`src/rtl/sws_pkg.sv`:
```
`timescale 1ns/1ps
package sws_pkg;
    localparam int unsigned START_BITS = 1;
    localparam int unsigned STOP_BITS  = 1;

    typedef enum logic {
        FR_IDLE = 1'b0,
        FR_SEND = 1'b1
    } fr_mode_e;
endpackage

```
`src/rtl/sws_strobe_edge.sv`:
```
`timescale 1ns/1ps
module sws_strobe_edge (
    input  logic clk,
    input  logic rst_n,
    input  logic strobe,
    input  logic lock,
    output logic rise
);
    typedef struct packed {
        logic strobe;
    } edge_st_t;

    edge_st_t st_d, st_q;

    always_comb begin
        st_d        = st_q;
        st_d.strobe = strobe;
        rise        = strobe & ~st_q.strobe & lock;
    end

    always_ff @(posedge clk or negedge rst_n) begin
        if (!rst_n) st_q <= '0;
        else        st_q <= st_d;
    end
endmodule

```
`src/rtl/sws_hold.sv`:
```
`timescale 1ns/1ps
module sws_hold #(
    parameter int unsigned WORD_W = 22
) (
    input  logic              clk,
    input  logic              rst_n,
    input  logic              lock,
    input  logic              capture,
    input  logic [WORD_W-1:0] word_in,
    input  logic              take,
    output logic              full,
    output logic [WORD_W-1:0] word_out,
    output logic              overrun
);
    typedef struct packed {
        logic              full;
        logic [WORD_W-1:0] word;
        logic              ovr;
    } hold_st_t;

    hold_st_t st_d, st_q;

    always_comb begin
        st_d = st_q;
        if (!lock) begin
            st_d.full = 1'b0;
        end else begin
            if (take) st_d.full = 1'b0;
            if (capture) begin
                if (!st_q.full || take) begin
                    st_d.full = 1'b1;
                    st_d.word = word_in;
                end else begin
                    st_d.ovr = 1'b1;
                end
            end
        end
    end

    always_ff @(posedge clk or negedge rst_n) begin
        if (!rst_n) st_q <= '0;
        else        st_q <= st_d;
    end

    assign full     = st_q.full;
    assign word_out = st_q.word;
    assign overrun  = st_q.ovr;
endmodule

```
`src/rtl/sws_shifter.sv`:
```
`timescale 1ns/1ps
module sws_shifter
    import sws_pkg::*;
#(
    parameter int unsigned WORD_W = 22,
    parameter int unsigned PAD_W  = 2
) (
    input  logic              clk,
    input  logic              rst_n,
    input  logic              lock,
    input  logic              bit_en,
    input  logic              hold_full,
    input  logic [WORD_W-1:0] hold_word,
    output logic              take,
    output logic              ser_out,
    output logic              bit_valid
);
    localparam int unsigned FRAME_W = START_BITS + WORD_W + PAD_W + STOP_BITS;
    localparam int unsigned CNT_W   = $clog2(FRAME_W);
    localparam logic [CNT_W-1:0] LAST_IDX = CNT_W'(FRAME_W - 1);

    typedef struct packed {
        fr_mode_e           mode;
        logic [CNT_W-1:0]   cnt;
        logic [FRAME_W-1:0] sh;
        logic               ser;
        logic               vld;
    } sh_st_t;

    sh_st_t st_d, st_q;
    logic [FRAME_W-1:0] frame;

    // frame vector, bit 0 leaves first
    generate
        if (PAD_W > 0) begin : g_pad
            assign frame = {1'b0, {PAD_W{1'b0}}, hold_word, 1'b1};
        end else begin : g_nopad
            assign frame = {1'b0, hold_word, 1'b1};
        end
    endgenerate

    always_comb begin
        st_d     = st_q;
        take     = 1'b0;
        st_d.vld = bit_en & lock;
        if (!lock) begin
            st_d.mode = FR_IDLE;
            st_d.cnt  = '0;
            st_d.sh   = '0;
            st_d.ser  = 1'b0;
        end else if (bit_en) begin
            if (st_q.mode == FR_SEND && st_q.cnt != LAST_IDX) begin
                st_d.ser = st_q.sh[0];
                st_d.sh  = st_q.sh >> 1;
                st_d.cnt = st_q.cnt + 1'b1;
            end else if (hold_full) begin
                take      = 1'b1;
                st_d.mode = FR_SEND;
                st_d.cnt  = '0;
                st_d.ser  = frame[0];
                st_d.sh   = frame >> 1;
            end else begin
                st_d.mode = FR_IDLE;
                st_d.cnt  = '0;
                st_d.ser  = 1'b0;
            end
        end
    end

    always_ff @(posedge clk or negedge rst_n) begin
        if (!rst_n) st_q <= '{mode: FR_IDLE, default: '0};
        else        st_q <= st_d;
    end

    assign ser_out   = st_q.ser;
    assign bit_valid = st_q.vld;
endmodule

```
`src/rtl/sws_serializer.sv`:
```
`timescale 1ns/1ps
module sws_serializer #(
    parameter int unsigned PAR_W = 20,
    parameter int unsigned DED_W = 2,
    parameter int unsigned PAD_W = 2
) (
    input  logic             clk,
    input  logic             rst_n,
    input  logic             lock,
    input  logic             bit_en,
    input  logic             strobe,
    input  logic [PAR_W-1:0] par_data,
    input  logic [DED_W-1:0] ded_data,
    output logic             ser_out,
    output logic             bit_valid,
    output logic             overrun
);
    localparam int unsigned WORD_W = PAR_W + DED_W;

    logic              rise_w;
    logic              take_w;
    logic              hold_full_w;
    logic [WORD_W-1:0] hold_word_w;

    sws_strobe_edge u_edge (
        .clk    (clk),
        .rst_n  (rst_n),
        .strobe (strobe),
        .lock   (lock),
        .rise   (rise_w)
    );

    sws_hold #(.WORD_W(WORD_W)) u_hold (
        .clk      (clk),
        .rst_n    (rst_n),
        .lock     (lock),
        .capture  (rise_w),
        .word_in  ({ded_data, par_data}),
        .take     (take_w),
        .full     (hold_full_w),
        .word_out (hold_word_w),
        .overrun  (overrun)
    );

    sws_shifter #(.WORD_W(WORD_W), .PAD_W(PAD_W)) u_shift (
        .clk       (clk),
        .rst_n     (rst_n),
        .lock      (lock),
        .bit_en    (bit_en),
        .hold_full (hold_full_w),
        .hold_word (hold_word_w),
        .take      (take_w),
        .ser_out   (ser_out),
        .bit_valid (bit_valid)
    );
endmodule

```
`config.mk`:
```
export PLATFORM = sky130hd
export DESIGN_NAME = sws_serializer
export DESIGN_NICKNAME = d
export VERILOG_FILES = /design/src/rtl/sws_pkg.sv /design/src/rtl/sws_strobe_edge.sv /design/src/rtl/sws_hold.sv /design/src/rtl/sws_shifter.sv /design/src/rtl/sws_serializer.sv
export SDC_FILE = /design/constraint.sdc
export NUM_CORES = 1
export LEC_CHECK = 0
export BUFFER_PORTS_ARGS = -buffer_cell sky130_fd_sc_hd__buf_2
export CAP_MARGIN = 10
export CORE_MARGIN = 8
export CORE_UTILIZATION = 40
export DETAILED_ROUTE_END_ITERATION = 8
export PLACE_DENSITY = 0.66
export SKIP_LAST_GASP = 1
export SLEW_MARGIN = 30
export SYNTH_ARGS = -nofsm -noshare
export SYNTH_HDL_FRONTEND = slang
export SYNTH_SLANG_ARGS = --single-unit
```
`constraint.sdc`:
```
create_clock -name clk -period 5.02 [get_ports clk]
set_input_delay 1.255 -clock clk [delete_from_list [all_inputs] [get_ports clk]]
set_output_delay 1.255 -clock clk [all_outputs]
set_load 0.005 [all_outputs]
```
# Word-level counts from Yosys, hierarchy flattened

Index checks and enable logic that the tools add are counted.

Bits of input ports: 27
Register bits: 59
Output and inout port bits: 3
Logic and storage cells: 41

Equality and inequality tests: 4
Mux-type cells: 15
Reductions and logical operators: 7
Add/subtract/negate cells: 1
Bitwise logic cells: 5

Operators by type and width:

| kind                | number |
|---|---|
| $mux 33             | 2 |
| $mux 32             | 1 |
| $mux 26             | 1 |
| $mux 24             | 1 |
| $mux 23             | 1 |
| $mux 1              | 8 |
| $mux 6              | 1 |
| $reduce_and 3->1    | 2 |
| $add 5x1->5 const B | 1 |
| $ne 5x5->1 const B  | 1 |
| $reduce_and 2->1    | 2 |
| $and 1x1->1         | 3 |
| $ne 3x1->1 const B  | 1 |
| $ne 2x1->1 const B  | 1 |
| $ne 2x2->1 const B  | 1 |
| $not 1->1           | 2 |
| $logic_and 1x1->1   | 1 |
| $logic_not 1->1     | 1 |
| $logic_or 1x1->1    | 1 |

# Depth between registers and ports, before layout

Depth in word-level cells: 9
Gate-level depth with buffers: 7

# Hierarchy

A second synthesis with hierarchy kept.

Cell total of the unflattened synthesis: 229
Area, all modules: 2920.3 um2

Modules (own cells, without submodules):

| module          | seq. area each (um2) | area each (um2) | cells each | times used |
|---|---|---|---|---|
| sws_shifter     | 750.7                | 1888.1          | 174        | 1 |
| sws_hold        | 600.6                | 998.5           | 53         | 1 |
| sws_strobe_edge | 25.0                 | 33.8            | 2          | 1 |

# Worst setup path after synthesis

No wires, ideal clock.

Path type: input to register
Start: in bit_en
End: reg u_shift.st_q[13] (netlist name)
Data arrival time: 2.293 ns
Library setup time: 0.099 ns
Stages on the path: 6
Path slack: 2.628 ns
Path through: buf_2 > buf_2 > nand2_1 > clkbuf_1 > nand2_1 > a311oi_1

Cells in the longest elaborated chain, start to end: 2

Ends and longest elaborated chain:

| element                           | line                 | RTL |
|---|---|---|
| from (decl)                       | sws_serializer.sv:10 | `input logic bit_en,` |
| $ne 2x1->1 (no source line)       | --                   |  |
| $reduce_and 2->1 (no source line) | --                   |  |
| to (signal assigned)              | sws_shifter.sv:72    | `else st_q <= st_d;` |
| to (decl)                         | sws_shifter.sv:30    | `sh_st_t st_d, st_q;` |

Every way passes these cells.
A chain may end at the register's enable or synchronous reset.

# Worst setup path in the final report

Start: in bit_en
End: reg u_shift.st_q[32] (netlist name)

Cells in the longest elaborated chain, start to end: 1

Ends and longest elaborated chain:

| element |
|---|
| $ne 2x1->1 (no source line) |

Every way passes these cells.

==> impl_results.html <==
<table>
<tr><th>Metric</th><th>Value</th></tr>
<tr><th colspan="2">Layout</th></tr>
<tr><td>Final cell area excluding filler cells</td><td>3120 um^2</td></tr>
<tr><td>Final net count</td><td>between 200 and 300</td></tr>
<tr><td>Footprint of the flip-flops and latches</td><td>around 1400 um^2</td></tr>
<tr><td>Antenna diode count</td><td>0</td></tr>
<tr><td>Layout cells sized above 1</td><td>between 20% and 30%</td></tr>
<tr><td>Area of the multi-input gates</td><td>1320 um^2</td></tr>
<tr><td>Layout-stage area growth over the synthesis result</td><td>10.4%</td></tr>
<tr><td>Count of fill cells added during filler insertion</td><td>around 670</td></tr>
<tr><td>Post-route insts no fill</td><td>366</td></tr>
<tr><td>Post-layout utilization of the core</td><td>45.7%</td></tr>
<tr><th colspan="2">Drt</th></tr>
<tr><td>Detailed-route wire length per cell</td><td>roughly 16 um</td></tr>
<tr><td>Total via count in the routed design</td><td>~2,100</td></tr>
<tr><td>Uppermost metal layer occupied by signal nets</td><td>met4</td></tr>
<tr><td>Overall routed net length</td><td>5.99 mm</td></tr>
<tr><td>Via/cell ratio</td><td>slightly below 6</td></tr>
<tr><td>Count of antenna-violating nets left after detailed routing</td><td>0</td></tr>
<tr><td>Length of routed wiring on met1</td><td>between 2 and 3 mm</td></tr>
<tr><td>Number of remaining DRC errors</td><td>0</td></tr>
<tr><td>Starting DRT DRC Count</td><td>around 110</td></tr>
<tr><td>Detail Route met3 WL</td><td>about 220 um</td></tr>
<tr><td>First-pass DRT Iterations</td><td>4</td></tr>
<tr><td>Wire length on met2</td><td>around 2.8 mm</td></tr>
<tr><th colspan="2">Placed design</th></tr>
<tr><td>Placed cell count</td><td>around 360</td></tr>
<tr><td>Placer Congestion</td><td>roughly 0.8</td></tr>
<tr><td>Standard cell area after detailed placement</td><td>3000 um^2</td></tr>
<tr><td>Port Buffer Count</td><td>29</td></tr>
<tr><td>Hpwl dp</td><td>~3.7 mm</td></tr>
<tr><td>Pre-CTS setup slack</td><td>approximately 2.1 ns</td></tr>
<tr><th colspan="2">GRT</th></tr>
<tr><td>Initial antenna violation count</td><td>0</td></tr>
<tr><td>Global router's overall resource usage</td><td>between 10 and 15%</td></tr>
<tr><td>Global-route wire length before repair</td><td>slightly above 10 mm</td></tr>
<tr><td>Largest net degree at the start of global routing</td><td>56</td></tr>
<tr><td>Via count of the first global-routing pass</td><td>just over 2,000</td></tr>
<tr><td>Global route overflow</td><td>0</td></tr>
<tr><th colspan="2">Logic synthesis</th></tr>
<tr><td>Post-synth EDFFs</td><td>0</td></tr>
<tr><td>Seq/Total Area, Yosys</td><td>48.7%</td></tr>
<tr><td>Gate Count Post-Synth</td><td>around 260</td></tr>
<tr><td>Proportion of register bits with asynchronous set or reset after synthesis</td><td>100%</td></tr>
<tr><td>Biggest area contributors in the synthesized netlist</td><td>sky130_fd_sc_hd__dfrtp_1 (49%), sky130_fd_sc_hd__mux2_4 (11%), sky130_fd_sc_hd__a2111oi_0 (6.2%)</td></tr>
<tr><td>Top cell type by total area after synthesis</td><td>sky130_fd_sc_hd__dfrtp_1</td></tr>
<tr><td>Cell Area, Synth</td><td>roughly 2800 um^2</td></tr>
<tr><td>Synth cell types</td><td>37</td></tr>
<tr><td>Post-synth net total</td><td>between 200 and 300</td></tr>
<tr><td>Post-synth top area share</td><td>~49%</td></tr>
<tr><td>Most common flop cell mapped by yosys</td><td>sky130_fd_sc_hd__dfrtp_1</td></tr>
<tr><td>Post-Synthesis Mean Instance Area</td><td>11.1 um^2</td></tr>
<tr><td>Number of register bits inferred by synthesis</td><td>55</td></tr>
<tr><td>Yosys Warn Count</td><td>0</td></tr>
<tr><th colspan="2">STA</th></tr>
<tr><td>Relative slew margins</td><td>about two fifths</td></tr>
<tr><td>Max Clock Freq</td><td>between 300 and 400 MHz</td></tr>
<tr><td>Setup repair after global routing missed its margin</td><td>no</td></tr>
<tr><td>Worst Slack Setup Final</td><td>2.37 ns</td></tr>
<tr><td>Worst hold slack after final layout</td><td>0.470 ns</td></tr>
<tr><td>Final count of negative-setup-slack endpoints</td><td>0</td></tr>
<tr><td>Final-report max-slew violation count</td><td>0</td></tr>
<tr><td>Final period demand of the worst path</td><td>about 2.6 ns</td></tr>
<tr><td>Setup tns final</td><td>0 ns</td></tr>
<tr><td>Final hold viol count</td><td>0</td></tr>
<tr><td>Setup clock skew after layout</td><td>between 0.01 and 0.015 ns</td></tr>
<tr><td>Tightest Pin Transition</td><td>around 0.91 ns</td></tr>
<tr><td>Final critical-path share of the clock period</td><td>around 53%</td></tr>
<tr><th colspan="2">Clock network</th></tr>
<tr><td>Maximum number of buffers from clock root to sink</td><td>2</td></tr>
<tr><td>Clock Pin Slew Worst Setup and Hold Paths</td><td>approximately 0.090 ns</td></tr>
<tr><td>CTS H-tree depth</td><td>2</td></tr>
<tr><td>CTS Root Cell</td><td>sky130_fd_sc_hd__clkbuf_8</td></tr>
<tr><td>Hold-fix buffers at CTS</td><td>0</td></tr>
<tr><td>Count of buffers added by post-CTS timing repair for setup</td><td>0</td></tr>
<tr><td>CTS tree</td><td>done</td></tr>
<tr><td>Count of cells resized by post-cts repair</td><td>0</td></tr>
<tr><td>Clock Latency Late Sink</td><td>about 0.32 ns</td></tr>
<tr><td>Number of buffers inserted during clock tree synthesis</td><td>5</td></tr>
<tr><td>Total clock sinks</td><td>55</td></tr>
<tr><th colspan="2">Run status</th></tr>
<tr><td>Status</td><td>finished, final reports clean</td></tr>
<tr><th colspan="2">Hold path</th></tr>
<tr><td>Cell count of the worst hold path</td><td>2</td></tr>
<tr><td>Tightest Hold Check Type</td><td>flop to flop</td></tr>
<tr><th colspan="2">Critical path</th></tr>
<tr><td>Critical path arrival</td><td>2.85 ns</td></tr>
<tr><td>CP Class</td><td>input pin to flop</td></tr>
<tr><td>Path depth of the worst reg2reg path</td><td>3</td></tr>
<tr><td>List of cells traversed by the critical path</td><td>buf_2, buf_4, nand2_1, or3_1, a31oi_1</td></tr>
<tr><td>Top fanout value on the critical path</td><td>41</td></tr>
<tr><td>Data required, critical path</td><td>between 5 and 6 ns</td></tr>
<tr><td>Slowest cell on crit path</td><td>sky130_fd_sc_hd__buf_2</td></tr>
<tr><td>Endpoint class of the critical path</td><td>flop</td></tr>
<tr><td>Startpoint type of the worst setup path</td><td>input pin</td></tr>
<tr><td>Delay of the slowest critical-path stage</td><td>0.44 ns</td></tr>
<tr><th colspan="2">Floorplan</th></tr>
<tr><td>Vertical die dimension</td><td>approximately 100 um</td></tr>
<tr><td>Number of placed I/O pins</td><td>30</td></tr>
<tr><td>Die footprint</td><td>roughly 10,000 um^2</td></tr>
<tr><td>Std-Cell Rows</td><td>30</td></tr>
<tr><td>Starting utilization of the core area</td><td>41.4%</td></tr>
<tr><td>Die boundary width</td><td>~100 um</td></tr>
<tr><td>Core Box Area</td><td>6830 um^2</td></tr>
<tr><th colspan="2">Power and ir drop</th></tr>
<tr><td>Leakage Power</td><td>1.35 nW</td></tr>
<tr><td>Pwr Total</td><td>slightly above 1 mW</td></tr>
<tr><td>Power density cells</td><td>roughly 330 nW/um^2</td></tr>
<tr><td>Maximum vdd ir drop</td><td>0.150 mV</td></tr>
<tr><th colspan="2">Flow run</th></tr>
<tr><td>Max-cap viol count</td><td>0</td></tr>
</table>
## registers in the layout, summed over array words and instances (netlist names)
| name | cells |
|---|---|
| u_shift.ser_out | 1 |
| u_hold.overrun | 1 |
| u_shift.st_q | 28 |
| u_hold.full | 1 |
| u_edge.st_q | 1 |
| u_shift.bit_valid | 1 |
| u_hold.word_out | 22 |
## path summary, 6_finish.rpt
path	slack [ns]	from	end
setup / recovery	2.37	bit_en	u_shift.st_q[32]
hold / removal	0.47	u_hold.overrun	u_hold.overrun
setup reg to reg	2.69	u_hold.full	u_shift.st_q[9]
hold reg to reg	0.47	u_hold.overrun	u_hold.overrun
max in group asynchronous	3.50	rst_n	u_hold.overrun
min in group asynchronous	1.04	rst_n	u_hold.word_out[16]
## worst max-delay path: cells and delay by family
family	cells	cell delay, ns
compound gates	1	0.17
simple gates	2	0.54
buf+inv	2	0.88
## synthesized netlist by cell type, drive strengths merged (4+ instances only)
| library cell | number |
|---|---|
| a2111oi | 20 |
| nand2b | 5 |
| inv | 4 |
| nor2b | 21 |
| buf | 7 |
| a311oi | 20 |
| mux2 | 22 |
| clkbuf | 18 |
| nand3 | 23 |
| a31oi | 4 |
| nand2 | 23 |
| dfrtp | 55 |
## cell type report
| cell class | instances | area share [%] |
|---|---|---|
| Sequential cell | 55 | 44.1 |
| Multi-Input combinational cell | 170 | 42.2 |
| Timing Repair Buffer | 32 | 5.38 |
| Tap cell | 96 | 3.85 |
| Clock buffer | 5 | 2.21 |
| Clock inverter | 3 | 1.60 |
| Inverter | 5 | 0.602 |
## layer usage
layer	vias up	GRT usage (%)
li1	997	-
met2	45	18.2
met3	8	2.35
met4	0	4.77
met1	1062	17.8
met5	-	0
## report_power, final
group	switching [mW]	internal, mW	total (mW)
combinational	0.0679	0.0896	0.157
sequential	0.0461	0.503	0.549
clock	0.159	0.154	0.313
## kinds of logic after synthesis
logic type	Yosys count	synth area share, %
buf+inv	30	4.69
simple gates	87	17.2
flops	55	48.7
compound gates	58	16.7
fa+ha+maj	2	0.885
mux	23	11.8
## placed cells by master (no fill, tap or decap), types with 4 or more instances in the layout
master,synthesis,routed
sky130_fd_sc_hd__buf_2,4,29
sky130_fd_sc_hd__nor2b_1,21,21
sky130_fd_sc_hd__clkbuf_8,0,5
sky130_fd_sc_hd__nand3_1,23,23
sky130_fd_sc_hd__a311oi_1,20,20
sky130_fd_sc_hd__nand2b_1,5,5
sky130_fd_sc_hd__nand2_1,23,23
sky130_fd_sc_hd__inv_1,4,4
sky130_fd_sc_hd__a31oi_1,4,4
sky130_fd_sc_hd__a2111oi_0,20,20
sky130_fd_sc_hd__mux2_4,20,20
sky130_fd_sc_hd__dfrtp_1,55,55
(Power assumes the default switching activity.)
